**config.mk**
```make
export PLATFORM = sky130hd
export DESIGN_NAME = txring_walker
export DESIGN_NICKNAME = d
export VERILOG_FILES = /design/src/rtl/txw_pkg.sv /design/src/rtl/txw_rst_sync.sv /design/src/rtl/txw_qsel.sv /design/src/rtl/txw_pump.sv /design/src/rtl/txring_walker.sv
export SDC_FILE = /design/constraint.sdc
export NUM_CORES = 1
export LEC_CHECK = 0
export BUFFER_PORTS_ARGS = -buffer_cell sky130_fd_sc_hd__buf_2
export CAP_MARGIN = 20
export CORE_AREA = 4 4 227 229
export CTS_BUF_LIST = sky130_fd_sc_hd__clkbuf_4
export DETAILED_ROUTE_END_ITERATION = 10
export DIE_AREA = 0 0 231 233
export PLACE_DENSITY = 0.43
export REMOVE_ABC_BUFFERS = 1
export SLEW_MARGIN = 20
export SYNTH_ARGS = -nofsm -noshare
export SYNTH_HDL_FRONTEND = slang
export SYNTH_SLANG_ARGS = --single-unit
```
**constraint.sdc**
```tcl
create_clock -name clk -period 10.2 [get_ports clk]
set_clock_uncertainty 0.05 [all_clocks]
set_input_delay 0.51 -clock clk [delete_from_list [all_inputs] [get_ports clk]]
set_output_delay 0.51 -clock clk [all_outputs]
set_load 0.02 [all_outputs]
```
**src/rtl/txw_pkg.sv**
```systemverilog
package txw_pkg;
  typedef enum logic [3:0] {
    ST_IDLE,
    ST_LOAD,
    ST_DREQ,
    ST_DWAIT,
    ST_BREQ,
    ST_BWAIT,
    ST_BOUT,
    ST_WB,
    ST_NEXT,
    ST_QEND
  } walk_st_t;

  localparam int OWN_BIT    = 31;
  localparam int WORD_W     = 32;
  localparam int DESC_WORDS = 4;
  localparam int CNT_W      = 16;
endpackage

```
**src/rtl/txw_rst_sync.sv**
```systemverilog
module txw_rst_sync (
  input  logic clk,
  input  logic rst_n,
  output logic rst_n_o
);
  logic [1:0] sync_q;

  always_ff @(posedge clk or negedge rst_n) begin
    if (!rst_n) sync_q <= 2'b00;
    else        sync_q <= {sync_q[0], 1'b1};
  end

  assign rst_n_o = sync_q[1];
endmodule

```
**src/rtl/txw_qsel.sv**
```systemverilog
// Latches the requested queues and their head pointers; the highest pending
// queue index is served first.
module txw_qsel #(
  parameter int NQ = 2,
  parameter int AW = 32,
  localparam int QW = (NQ > 1) ? $clog2(NQ) : 1
) (
  input  logic            clk,
  input  logic            rst_n,
  input  logic            accept,
  input  logic [NQ-1:0]   start_i,
  input  logic [NQ*AW-1:0] head_i,
  input  logic            qdone,
  output logic            any_pend,
  output logic [QW-1:0]   cur_q,
  output logic [AW-1:0]   cur_head
);
  logic [NQ-1:0] pend_q, pend_n;
  logic [AW-1:0] head_q [NQ];

  always_comb begin
    cur_q = '0;
    for (int i = 0; i < NQ; i++) begin
      if (pend_q[i]) cur_q = QW'(i);
    end
  end

  always_comb begin
    pend_n = pend_q;
    if (accept)     pend_n = start_i;
    else if (qdone) pend_n = pend_q & ~(NQ'(1) << cur_q);
  end

  always_ff @(posedge clk or negedge rst_n) begin
    if (!rst_n) pend_q <= '0;
    else        pend_q <= pend_n;
  end

  for (genvar g = 0; g < NQ; g++) begin : g_head
    always_ff @(posedge clk or negedge rst_n) begin
      if (!rst_n)      head_q[g] <= '0;
      else if (accept) head_q[g] <= head_i[g*AW +: AW];
    end
  end

  assign any_pend = |pend_q;
  assign cur_head = head_q[cur_q];
endmodule

```
**src/rtl/txw_pump.sv**
```systemverilog
// Holds one fetched buffer word and hands out its bytes lane by lane.
module txw_pump #(
  parameter int AW    = 32,
  parameter int CNT_W = 16
) (
  input  logic             clk,
  input  logic             rst_n,
  input  logic             load,
  input  logic [AW-1:0]    base,
  input  logic [CNT_W-1:0] count,
  input  logic             word_we,
  input  logic [31:0]      word_in,
  input  logic             fire,
  output logic [7:0]       byte_o,
  output logic             last_o,
  output logic             lane_end,
  output logic [AW-1:0]    fetch_addr
);
  logic [AW-1:0]    addr_q, addr_n;
  logic [CNT_W-1:0] rem_q, rem_n;
  logic [31:0]      word_q;

  always_comb begin
    addr_n = addr_q;
    rem_n  = rem_q;
    if (load) begin
      addr_n = base;
      rem_n  = count;
    end else if (fire) begin
      addr_n = addr_q + AW'(1);
      rem_n  = rem_q - CNT_W'(1);
    end
  end

  always_ff @(posedge clk or negedge rst_n) begin
    if (!rst_n) begin
      addr_q <= '0;
      rem_q  <= '0;
    end else begin
      addr_q <= addr_n;
      rem_q  <= rem_n;
    end
  end

  always_ff @(posedge clk or negedge rst_n) begin
    if (!rst_n)       word_q <= '0;
    else if (word_we) word_q <= word_in;
  end

  assign byte_o     = word_q[{addr_q[1:0], 3'b000} +: 8];
  assign last_o     = (rem_q == CNT_W'(1));
  assign lane_end   = (addr_q[1:0] == 2'b11);
  assign fetch_addr = {addr_q[AW-1:2], 2'b00};
endmodule

```
**src/rtl/txring_walker.sv**
```systemverilog
module txring_walker
  import txw_pkg::*;
#(
  parameter int AW        = 32,
  parameter int NQ        = 2,
  parameter int LEN_LIMIT = 2048,
  parameter int CAUSE_W   = 4
) (
  input  logic               clk,
  input  logic               rst_n,
  input  logic [NQ-1:0]      start_i,
  input  logic [NQ*AW-1:0]   head_i,
  output logic               busy_o,
  output logic               done_o,
  output logic               mem_req_o,
  output logic               mem_we_o,
  output logic [AW-1:0]      mem_addr_o,
  output logic [31:0]        mem_wdata_o,
  input  logic               mem_gnt_i,
  input  logic               mem_rvalid_i,
  input  logic [31:0]        mem_rdata_i,
  output logic [7:0]         pkt_data_o,
  output logic               pkt_valid_o,
  output logic               pkt_last_o,
  input  logic               pkt_ready_i,
  output logic [CAUSE_W-1:0] cause_set_o
);
  localparam int QW = (NQ > 1) ? $clog2(NQ) : 1;

  logic srst_n;
  walk_st_t st_q, st_n;
  logic [1:0]       widx_q, widx_n;
  logic [AW-1:0]    ptr_q, ptr_n;
  logic [31:0]      cmd_w;
  logic [CNT_W-1:0] cnt_w;
  logic [AW-1:0]    buf_w, nxt_w;
  logic [CAUSE_W-1:0] cause_q, cause_n;
  logic             done_q, done_n;

  logic accept, qdone, any_pend;
  logic [QW-1:0] cur_q;
  logic [AW-1:0] cur_head;
  logic pump_load, pump_we, pump_fire, pump_last, lane_end;
  logic [7:0] pump_byte;
  logic [AW-1:0] fetch_addr;
  logic dword_en, owned, oversize;

  txw_rst_sync u_rst (.clk(clk), .rst_n(rst_n), .rst_n_o(srst_n));

  txw_qsel #(.NQ(NQ), .AW(AW)) u_qsel (
    .clk(clk), .rst_n(srst_n), .accept(accept), .start_i(start_i),
    .head_i(head_i), .qdone(qdone), .any_pend(any_pend),
    .cur_q(cur_q), .cur_head(cur_head)
  );

  txw_pump #(.AW(AW), .CNT_W(CNT_W)) u_pump (
    .clk(clk), .rst_n(srst_n), .load(pump_load), .base(buf_w), .count(cnt_w),
    .word_we(pump_we), .word_in(mem_rdata_i), .fire(pump_fire),
    .byte_o(pump_byte), .last_o(pump_last), .lane_end(lane_end),
    .fetch_addr(fetch_addr)
  );

  assign accept    = (st_q == ST_IDLE) && (|start_i);
  assign qdone     = (st_q == ST_NEXT) && (nxt_w == cur_head);
  assign dword_en  = (st_q == ST_DWAIT) && mem_rvalid_i;
  assign owned     = cmd_w[OWN_BIT];
  assign oversize  = (32'(cnt_w) >= LEN_LIMIT) || (cnt_w == '0);
  assign pump_load = dword_en && (widx_q == 2'd3) && owned && !oversize;
  assign pump_we   = (st_q == ST_BWAIT) && mem_rvalid_i;
  assign pump_fire = (st_q == ST_BOUT) && pkt_ready_i;

  // next-state logic
  always_comb begin
    st_n    = st_q;
    widx_n  = widx_q;
    ptr_n   = ptr_q;
    cause_n = '0;
    done_n  = 1'b0;
    unique case (st_q)
      ST_IDLE:  if (accept) st_n = ST_LOAD;
      ST_LOAD: begin
        ptr_n  = cur_head;
        widx_n = 2'd0;
        st_n   = ST_DREQ;
      end
      ST_DREQ:  if (mem_gnt_i) st_n = ST_DWAIT;
      ST_DWAIT: begin
        if (mem_rvalid_i) begin
          if (widx_q != 2'd3) begin
            widx_n = widx_q + 2'd1;
            st_n   = ST_DREQ;
          end else if (!owned) begin
            st_n = ST_NEXT;
          end else if (oversize) begin
            st_n = ST_WB;
          end else begin
            st_n = ST_BREQ;
          end
        end
      end
      ST_BREQ:  if (mem_gnt_i) st_n = ST_BWAIT;
      ST_BWAIT: if (mem_rvalid_i) st_n = ST_BOUT;
      ST_BOUT: begin
        if (pkt_ready_i) begin
          if (pump_last)     st_n = ST_WB;
          else if (lane_end) st_n = ST_BREQ;
        end
      end
      ST_WB: begin
        if (mem_gnt_i) begin
          cause_n = CAUSE_W'(1) << (CAUSE_W - 1 - int'(cur_q));
          st_n    = ST_NEXT;
        end
      end
      ST_NEXT: begin
        if (qdone) begin
          st_n = ST_QEND;
        end else begin
          ptr_n  = nxt_w;
          widx_n = 2'd0;
          st_n   = ST_DREQ;
        end
      end
      ST_QEND: begin
        if (any_pend) begin
          st_n = ST_LOAD;
        end else begin
          done_n = 1'b1;
          st_n   = ST_IDLE;
        end
      end
      default: st_n = ST_IDLE;
    endcase
  end

  // state registers
  always_ff @(posedge clk or negedge srst_n) begin
    if (!srst_n) begin
      st_q    <= ST_IDLE;
      widx_q  <= '0;
      ptr_q   <= '0;
      cause_q <= '0;
      done_q  <= 1'b0;
    end else begin
      st_q    <= st_n;
      widx_q  <= widx_n;
      ptr_q   <= ptr_n;
      cause_q <= cause_n;
      done_q  <= done_n;
    end
  end

  // descriptor word capture, one enable per word
  always_ff @(posedge clk or negedge srst_n) begin
    if (!srst_n) begin
      cmd_w <= '0;
      cnt_w <= '0;
      buf_w <= '0;
      nxt_w <= '0;
    end else if (dword_en) begin
      case (widx_q)
        2'd0:    cmd_w <= mem_rdata_i;
        2'd1:    cnt_w <= mem_rdata_i[31:16];
        2'd2:    buf_w <= AW'(mem_rdata_i);
        default: nxt_w <= AW'(mem_rdata_i);
      endcase
    end
  end

  always_comb begin
    mem_addr_o = ptr_q;
    if (st_q == ST_DREQ)      mem_addr_o = ptr_q + AW'({widx_q, 2'b00});
    else if (st_q == ST_BREQ) mem_addr_o = fetch_addr;
  end

  assign mem_req_o   = (st_q == ST_DREQ) || (st_q == ST_BREQ) || (st_q == ST_WB);
  assign mem_we_o    = (st_q == ST_WB);
  assign mem_wdata_o = cmd_w & ~(32'd1 << OWN_BIT);
  assign pkt_valid_o = (st_q == ST_BOUT);
  assign pkt_data_o  = pump_byte;
  assign pkt_last_o  = (st_q == ST_BOUT) && pump_last;
  assign busy_o      = (st_q != ST_IDLE);
  assign done_o      = done_q;
  assign cause_set_o = cause_q;
endmodule

```
==> flow_summary.toml, run 1 <==
[status]
status = "finished clean"

[logic_synthesis]
synth_compound_area_share_pct = 10.5
synthMuxAreaShare_pct = 19.4
synthTopCellsByArea = "dfrtp_1, mux2_2, nand2_1"
synth_top_family_by_area = "multiplexers"
synth_top_area_share_pct = 51.1
synth.avg_cell_area_sq_um = 11.5
syn_inst = 1282
synth_warnings = 0
synth.distinct_cells = 67
synth-seq-area-share_pct = 51.1
ys_seq_elements = 301
ys_async_sr_fraction_pct = 100
netlist_area_sq_um = 14700
synth_xor_area_share_pct = 3.21
synth_edf_count = 0
synth_top_area_cell = "dfrtp_1"
synth_ff_type = "dfrtp_1"
synth-adder-area-share_pct = 0.900
yosys.area_share.simple_pct = 10.4

[critical_path]
start_kind = "register"
crit_path_end_kind = "output port"
cp_data_arrival_time_ns = 3.84
worstPathRequired_ns = 9.64
crit_type = "register to output port"
cp_max_fo = 7

[die]
die_x_microns = 231
core_area_sq_um = 49700
die_area_sq_um = 53800
io_pins = 185
die_h_microns = 233
rows = 82
start_util_pct = 29.7

[cts]
cts.sinks = 301
clkTransAtPathRegs_ns = 0.07
cts_root_buf = "clkbuf_4"
post_cts_buffers = 0
htree_levels = 3
post_cts_resized = 0
tritoncts = "built"
clk_path_buf_depth = 3
cts_inserted_buffers = 89
clk_latency_ns = 0.81
cts_hold_buf = 92

[power_and_ir_drop]
leakage_nw = 8.02
vdd_drop_max_mv = 0.141
power.switching_mw = 2.06
power_density_nw_per_um2 = 289
power_frac_comb_pct = 37.6
p_clk_share_pct = 22.6
seq_power_share_pct = 39.8
total_power_mw = 5.26
p_sw_share_pct = 39.1
intPower_mw = 3.20

[cells_and_area]
syn2layout_area_growth_pct = 23.6
n_fill_cell = 5052
final_cell_mix = "dfrtp_1, mux2_2, buf_2"
seq_area_sq_um = 7540
final_common_cell = "dfrtp_1"
multi_input_area_sq_um = 6580
drive_gt1_share_pct = 36.6
finish.net_count = 1674
design_area_sq_um = 18200

[placement]
gp_congestion = 0.862
place_area_sq_um = 16100
portBuffers = 181
dp_slack_ns = 6.42
hpwl_microns = 33300

[routing]
vias = 11400
routed_via_density = 4.97
routed_wl_microns = 48100
drc = 0
drtIter0Drc = 853
drt-wirelength-per-cell_microns = 20.9
first_pass_iters = 6
drt.antenna.violating_nets = 0

[run]
timing.max_cap.violations = 0

[sta]
period_minus_slack_ns = 4.40
finalMaxSlewViolations = 0
period_share_pct = 43.1
rsz0062_at_grt = "no"
hold_viol_final = 0
fmax_ghz = 0.228
setup_violations = 0
setup_tns_ns = 0
worst_slew_pin_slew_ns = 0.956
slew_headroom_pct = 35.5
setup_ws_ns = 5.80

[global_route]
track_usage_pct = 17.8
grt_overflow = 0
grt_max_degree = 155
antenna_found_initial = 1
grt_pass1_wl_microns = 72700
grt_pass1_vias = 11600

[worst_hold_path]
hp-class = "input pin to register"
[layout make-up]
cell class | instances | area share, %
antenna | 2 | 0.0275
clock buffer | 133 | 5.48
clock inverter | 27 | 0.900
inverter | 21 | 0.433
multi-input combinational | 854 | 36.2
sequential | 301 | 41.4
tap | 672 | 4.62
timing repair buffer | 294 | 11.0
[synth_stat cells, types with 21 or more instances]
| cell type | count |
|---|---|
| dfrtp_1 | 301 |
| mux2_2 | 209 |
| nand2_1 | 144 |
| o21ai_0 | 66 |
| nor2_1 | 50 |
| xnor2_1 | 42 |
| clkbuf_1 | 36 |
| buf_4 | 34 |
| mux2i_1 | 32 |
| nand3_1 | 26 |
| nor4_1 | 26 |
| a21oi_1 | 25 |
| inv_1 | 21 |
[flip-flops by register name, indices dropped and copies added, names as in the netlist]
register,cells
u_qsel.head_q,64
buf_w,32
u_pump.addr_q,32
u_qsel.pend_q,2
u_pump.word_q,32
cmd_w,32
widx_q,2
st_q,4
done_o,1
u_pump.rem_q,16
u_rst.sync_q,2
ptr_q,32
cause_set_o,2
cnt_w,16
nxt_w,32
[worst paths after layout]
check                           slack, ns  cells after the start                       endpoint                          from
worst max register to register       6.16                      9   u_qsel.pend_q[1]$_DFFE_PN0P_  u_qsel.pend_q[1]$_DFFE_PN0P_
worst min register to register       0.26                      0  u_pump.word_q[22]$_DFFE_PN0P_     u_rst.sync_q[1]$_DFF_PN0_
min in group asynchronous            0.26                      0  u_pump.word_q[22]$_DFFE_PN0P_     u_rst.sync_q[1]$_DFF_PN0_
worst min-delay path                 0.07                      2          buf_w[20]$_DFFE_PN0P_               mem_rdata_i[20]
max in group asynchronous            8.55                      1  u_qsel.head_q[62]$_DFFE_PN0P_     u_rst.sync_q[1]$_DFF_PN0_
worst max-delay path                 5.80                     11                 mem_addr_o[30]         widx_q[0]$_DFFE_PN0P_
[metrics by stage]
stage / hold slack, ns / cells / utilization [%]
6_report: 0.0674 / 2304 / 36.7
5_1_grt: 0.0262 / 2304 / 36.7
4_1_cts: 0.00386 / 2302 / 36.6
3_5_place_dp: 0.252 / 2050 / 32.4
3_3_place_gp: 0.251 / 2050 / 32.4
2_1_floorplan: 0.164 / 1176 / -
[routing by layer]
metal / global-route usage, % / part of all wire [%]
met5: 0 / 0
met4: 7.52 / 3.2
met3: 3.33 / 4.8
met2: 28.6 / 48
met1: 23.5 / 44
[power groups by stage]
stage,clock (mW),combinational (mW),sequential [mW]
2_1_floorplan,0,1.27,2.06
3_3_place_gp,0,1.95,2.10
3_5_place_dp,0,1.97,2.11
4_1_cts,1.25,2.01,2.09
5_1_grt,1.32,2.16,2.15
6_report,1.19,1.98,2.09
[cell families after synthesis]
family | after synthesis
and+or+nand+nor | 325
DFF | 301
muxes | 249
AOI/OAI and AO/OA | 212
buffers and inverters | 129
xor gates and xnor gates | 54
adders and majority gates | 10
other | 2
[critical path, stage by stage (launching register included)]
cell     delay (ns)
dfrtp_1        0.46
ha_1           0.21
inv_1          0.05
fa_1           0.50
nor4_1         0.31
buf_4          0.18
nand4_1        0.24
nor2_1         0.34
nand4_1        0.15
xor2_1         0.16
o21ai_0        0.21
buf_2          0.21
No activity file was read; power rests on OpenSTA's default activity.
==> inputs of run 2 (changes only) <==
Settings changed: PLACE_DENSITY 0.43 to 0.44.
Clock period 10.2 ns to 3.6 ns, I/O delays scaled along.
==> flow_summary.toml, run 2 (synthesized netlist as in run 1, its figures left out) <==
[status]
status = "finished clean"

[cells_and_area]
final_common_cell = "dfrtp_1"
regMostFlops = "u_qsel.head_q"
drive_gt1_share_pct = 38.3
design_area_sq_um = 18900
final_cell_mix = "dfrtp_1, mux2_2, buf_2"
largest_register_ffs = 64
syn2layout_area_growth_pct = 28.2
finish.net_count = 1740
fin_util_pct = 38.0

[cts]
cts_inserted_buffers = 92
clkTransAtPathRegs_ns = 0.07
cts_root_buf = "clkbuf_4"
htree_levels = 3
cts.sinks = 301
clk_path_buf_depth = 3
clk_latency_ns = 0.83
tritoncts = "built"

[critical_path]
worstPathRequired_ns = 4.24
crit_top_cell = "buf_4"
cp_data_arrival_time_ns = 4.14
slowest_stage = "dfrtp_4"
cp_slowest_stage_delay_ns = 0.61
critPathTopFamily = "simple AND/OR/NAND/NOR gates"
r2r-start = "u_qsel.pend_q[1]$_DFFE_PN0P_"
crit_type = "register to register"
cp_max_fo = 15
crit_path_end_kind = "register"
critPathBufInv = 3
crit_path_start = "u_qsel.pend_q[1]$_DFFE_PN0P_"
start_kind = "register"
crit_chain = "buf_4, mux2i_1, xnor2_1, nor4_1, nand4_1, nor2_1, buf_4, nand2_1, a32o_1, dlygate4sd3_1"

[power_and_ir_drop]
p_clk_share_pct = 21.7
power_frac_comb_pct = 39.7
p_sw_share_pct = 38.5
power.switching_mw = 5.86
vdd_drop_max_mv = 0.349
intPower_mw = 9.37
leakage_nw = 8.33
seq_power_share_pct = 38.7
power_density_nw_per_um2 = 806

[global_route]
track_usage_pct = 18.0
antenna_found_initial = 5
grt_overflow = 0
grt_max_degree = 99
grt_pass1_wl_microns = 73300
grt_pass1_vias = 11900

[sta]
slew_headroom_pct = 40.8
period_share_pct = 97.2
worst_slew_pin_slew_ns = 0.876
setup_violations = 0
hold_viol_final = 0
whs_ns = 0.0956
finalMaxSlewViolations = 0
rsz0062_at_grt = "yes"
period_minus_slack_ns = 3.50
setup_tns_ns = 0
fmax_ghz = 0.286

[routing]
routed_via_density = 4.96
vias = 11700
routed_wl_microns = 48100
drt.antenna.violating_nets = 0
drt-wirelength-per-cell_microns = 20.5
drtIter0Drc = 689
first_pass_iters = 5
drc = 0

[die]
die_area_sq_um = 53800
die_x_microns = 231
rows = 82
core_area_sq_um = 49700
io_pins = 185
start_util_pct = 29.7
die_h_microns = 233

[placement]
portBuffers = 181
hpwl_microns = 33400
gp_congestion = 0.857
place_area_sq_um = 16400

[worst_hold_path]
min_from = "head_i[21]"
hp-class = "input pin to register"

[run]
timing.max_cap.violations = 0
## run 2: final timing paths
kind | endpoint | slack (ns) | cells after the start
setup / recovery | u_qsel.pend_q[1]$_DFFE_PN0P_ | 0.10 | 10
hold / removal | u_qsel.head_q[53]$_DFFE_PN0P_ | 0.1 | 3
setup reg to reg | u_qsel.pend_q[1]$_DFFE_PN0P_ | 0.10 | 10
hold reg to reg | cmd_w[19]$_DFFE_PN0P_ | 0.19 | 0
max in group asynchronous | u_qsel.pend_q[1]$_DFFE_PN0P_ | 2.31 | 1
min in group asynchronous | cmd_w[19]$_DFFE_PN0P_ | 0.19 | 0
## run 2: final cells by class
cell class              count  area, sq um
clock buffers             126          946
fillers                  4980        30800
well taps                 672          841
multi-input cells         854         6690
repair buffers            357         2630
inverters                  21         78.8
flip-flops and latches    301         7540
diodes                      3         7.51
clock inverters            19          153
## run 2: worst min-delay path: stages
cell,delay (ns)
dlygate4sd3_1,0.52
buf_2,0.09
mux2_2,0.13
## run 2: timing repair
item | CTS | global route
pin swaps | 5 | 11
buffers inserted | 6 | 6
endpoints found under the hold margin | 225 | 0
setup endpoints to repair | 21 | 20
gates resized for setup | 23 | 20
hold buffers | 121 | 0
## run 2: layer usage
layer,wire length [microns],GRT usage (%),vias to the layer above
li1,-,-,5386
met1,21200,23.5,5824
met4,1860,7.54,0
met2,22800,29.0,364
met3,2260,3.75,101
met5,0,0,-
## run 2: metrics by stage
| step | setup slack (ns) | std cells | power, mW |
|---|---|---|---|
| finish | 0.102 | 2353 | 15.2 |
| global route | -0.0999 | 2353 | 16.3 |
| CTS | -0.00532 | 2344 | 15.3 |
| detailed placement | 0.316 | 2072 | 11.6 |
| global placement | 0.429 | 2072 | 11.5 |
| floorplan | -5.46 | 1176 | 9.43 |
## run 2: power groups by stage
stage	combinational, mW	sequential (mW)	clock, mW
finish	6.04	5.89	3.30
global route	6.56	6.06	3.64
CTS	6.00	5.87	3.46
detailed placement	5.66	5.93	0
global placement	5.61	5.91	0
floorplan	3.60	5.83	0
==> inputs of run 3 (changes only) <==
Settings changed: CELL_PAD_IN_SITES_DETAIL_PLACEMENT from default to 1, CELL_PAD_IN_SITES_GLOBAL_PLACEMENT from default to 2, PLACE_DENSITY 0.44 to 0.62, REMOVE_ABC_BUFFERS 1 to default.
==> flow_summary.toml, run 3 (synthesized netlist as in run 1, its figures left out) <==
[status]
status = "finished clean"

[cts]
clkTransAtPathRegs_ns = 0.07
cts.sinks = 301
tritoncts = "built"
cts_inserted_buffers = 89
clk_path_buf_depth = 3
cts_root_buf = "clkbuf_4"
clk_latency_ns = 0.81
htree_levels = 3

[cells_and_area]
regMostFlops = "u_qsel.head_q"
n_fill_cell = 5572
drive_gt1_share_pct = 38.7
final_cell_mix = "dfrtp_1, mux2_2, buf_2"
multi_input_area_sq_um = 6680
finish.net_count = 1719
final_common_cell = "dfrtp_1"
design_area_sq_um = 18700
largest_register_ffs = 64
syn2layout_area_growth_pct = 27.0
seq_area_sq_um = 7540

[die]
die_x_microns = 231
io_pins = 185
core_area_sq_um = 49700
die_h_microns = 233
die_area_sq_um = 53800
start_util_pct = 29.7
rows = 82

[global_route]
grt_pass1_vias = 12700
grt_overflow = 0
antenna_found_initial = 9
grt_max_degree = 69
track_usage_pct = 19.7
grt_pass1_wl_microns = 80000

[critical_path]
cp_data_arrival_time_ns = 3.24
crit_path_end_kind = "output port"
crit_type = "register to output port"
cp_slowest_stage_delay_ns = 0.66
slowest_stage = "o311ai_1"
worstPathRequired_ns = 3.37
critPathTopFamily = "compound AO/OA/AOI/OAI gates"
critPathBufInv = 1
crit_chain = "ha_4, a21oi_2, nor4_4, and4_4, nand2_1, o311ai_1, buf_2"
start_kind = "register"
cp_max_fo = 5

[power_and_ir_drop]
total_power_mw = 15.2
power_density_nw_per_um2 = 814
vdd_drop_max_mv = 0.415
leakage_nw = 8.24

[placement]
gp_congestion = 0.824
dp_slack_ns = 0.293
hpwl_microns = 37600
portBuffers = 181
place_area_sq_um = 16400

[sta]
period_share_pct = 96.5
slew_headroom_pct = 46.9
setup_ws_ns = 0.126
finalMaxSlewViolations = 0
setup_violations = 0
period_minus_slack_ns = 3.47
rsz0062_at_grt = "yes"
worst_slew_pin_slew_ns = 0.784
hold_viol_final = 0
fmax_ghz = 0.288

[routing]
drt.antenna.violating_nets = 0
routed_wl_microns = 52800
drc = 0
first_pass_iters = 5
vias = 11700
drtIter0Drc = 624
drt-wirelength-per-cell_microns = 22.5
routed_via_density = 5.00

[worst_hold_path]
hp-class = "input pin to register"

[run]
timing.max_cap.violations = 0
## run 3: changes by cell type in the layout (fill, tap and decap cells not counted), moves of 2 or more
| cell | delta |
|---|---|
| buf_4 | -5 |
| bufinv_16 | -2 |
| clkinv_1 | -2 |
| dlygate4sd3_1 | -17 |
| o21ai_2 | -2 |
| diode_2 | +2 |
| clkbuf_4 | +9 |
| buf_2 | +4 |
## run 3: worst reg2reg max path, cell delays in order (launching register included)
cell           delay [ns]
dfrtp_4              0.61
buf_4                0.29
mux2i_1              0.28
xnor2_1              0.11
nor4_2               0.36
nand4_1              0.22
nor2_1               0.28
nand2_1              0.20
a32o_1               0.30
dlygate4sd3_1        0.55
## run 3: area by class of cell
type / instances / share of cell area [%]
Tap cell: 672 / 4.49
Clock buffer: 135 / 5.42
Timing Repair Buffer: 339 / 13.1
Sequential cell: 301 / 40.3
Inverter: 21 / 0.421
Multi-Input combinational cell: 854 / 35.7
Antenna cell: 5 / 0.0669
Clock inverter: 16 / 0.515
## run 3: where the power goes
group,internal (mW),leakage (nW),switching [mW]
Combinational,2.74,3.86,3.19
Clock,1.76,0.665,1.50
Sequential,4.69,3.72,1.33
Total,9.20,8.24,6.03
## run 3: per-stage QoR
step                      utilization (%)  hold slack, ns  setup TNS, ns  std cells
after detailed placement             32.9         -0.0809              0       2074
after CTS                            37.4          0.0213              0       2335
final                                37.7           0.120              0       2343
after floorplan                         -          -0.166              0       1284
after global placement               32.9         -0.0843              0       2074
after global routing                 37.7          0.0743        -0.0612       2340
## run 3: layer usage
metal  wire length (microns)  share of wire, %  vias to the layer above  track usage [%]
li1                        -                 -                     5356                -
met1                   24100                46                     6017             26.4
met2                   25300                48                      258             32.4
met3                    2140               4.0                       76             3.59
met4                    1310               2.5                        0             6.65
met5                       0                 0                        -                0
## run 3: path summary, 6_finish.rpt
| path | slack (ns) | cells past startpoint | endpoint | from |
|---|---|---|---|---|
| min in group asynchronous | 0.23 | 3 | u_rst.sync_q[1]$_DFF_PN0_ | rst_n |
| max | 0.13 | 7 | mem_addr_o[25] | widx_q[1]$_DFFE_PN0P_ |
| min reg2reg | 0.30 | 0 | cmd_w[27]$_DFFE_PN0P_ | u_rst.sync_q[1]$_DFF_PN0_ |
| min | 0.12 | 3 | u_qsel.head_q[21]$_DFFE_PN0P_ | head_i[53] |
| max reg2reg | 0.23 | 9 | u_qsel.pend_q[1]$_DFFE_PN0P_ | u_qsel.pend_q[1]$_DFFE_PN0P_ |
| max in group asynchronous | 2.16 | 2 | u_pump.addr_q[27]$_DFFE_PN0P_ | u_rst.sync_q[1]$_DFF_PN0_ |
## run 3: what timing repair did
item	in CTS	in global routing
resized for setup	16	18
buffers inserted	6	2
pin swaps	3	8
setup endpoints to repair	15	22
hold buffers	104	0
hold endpoints to repair	224	0
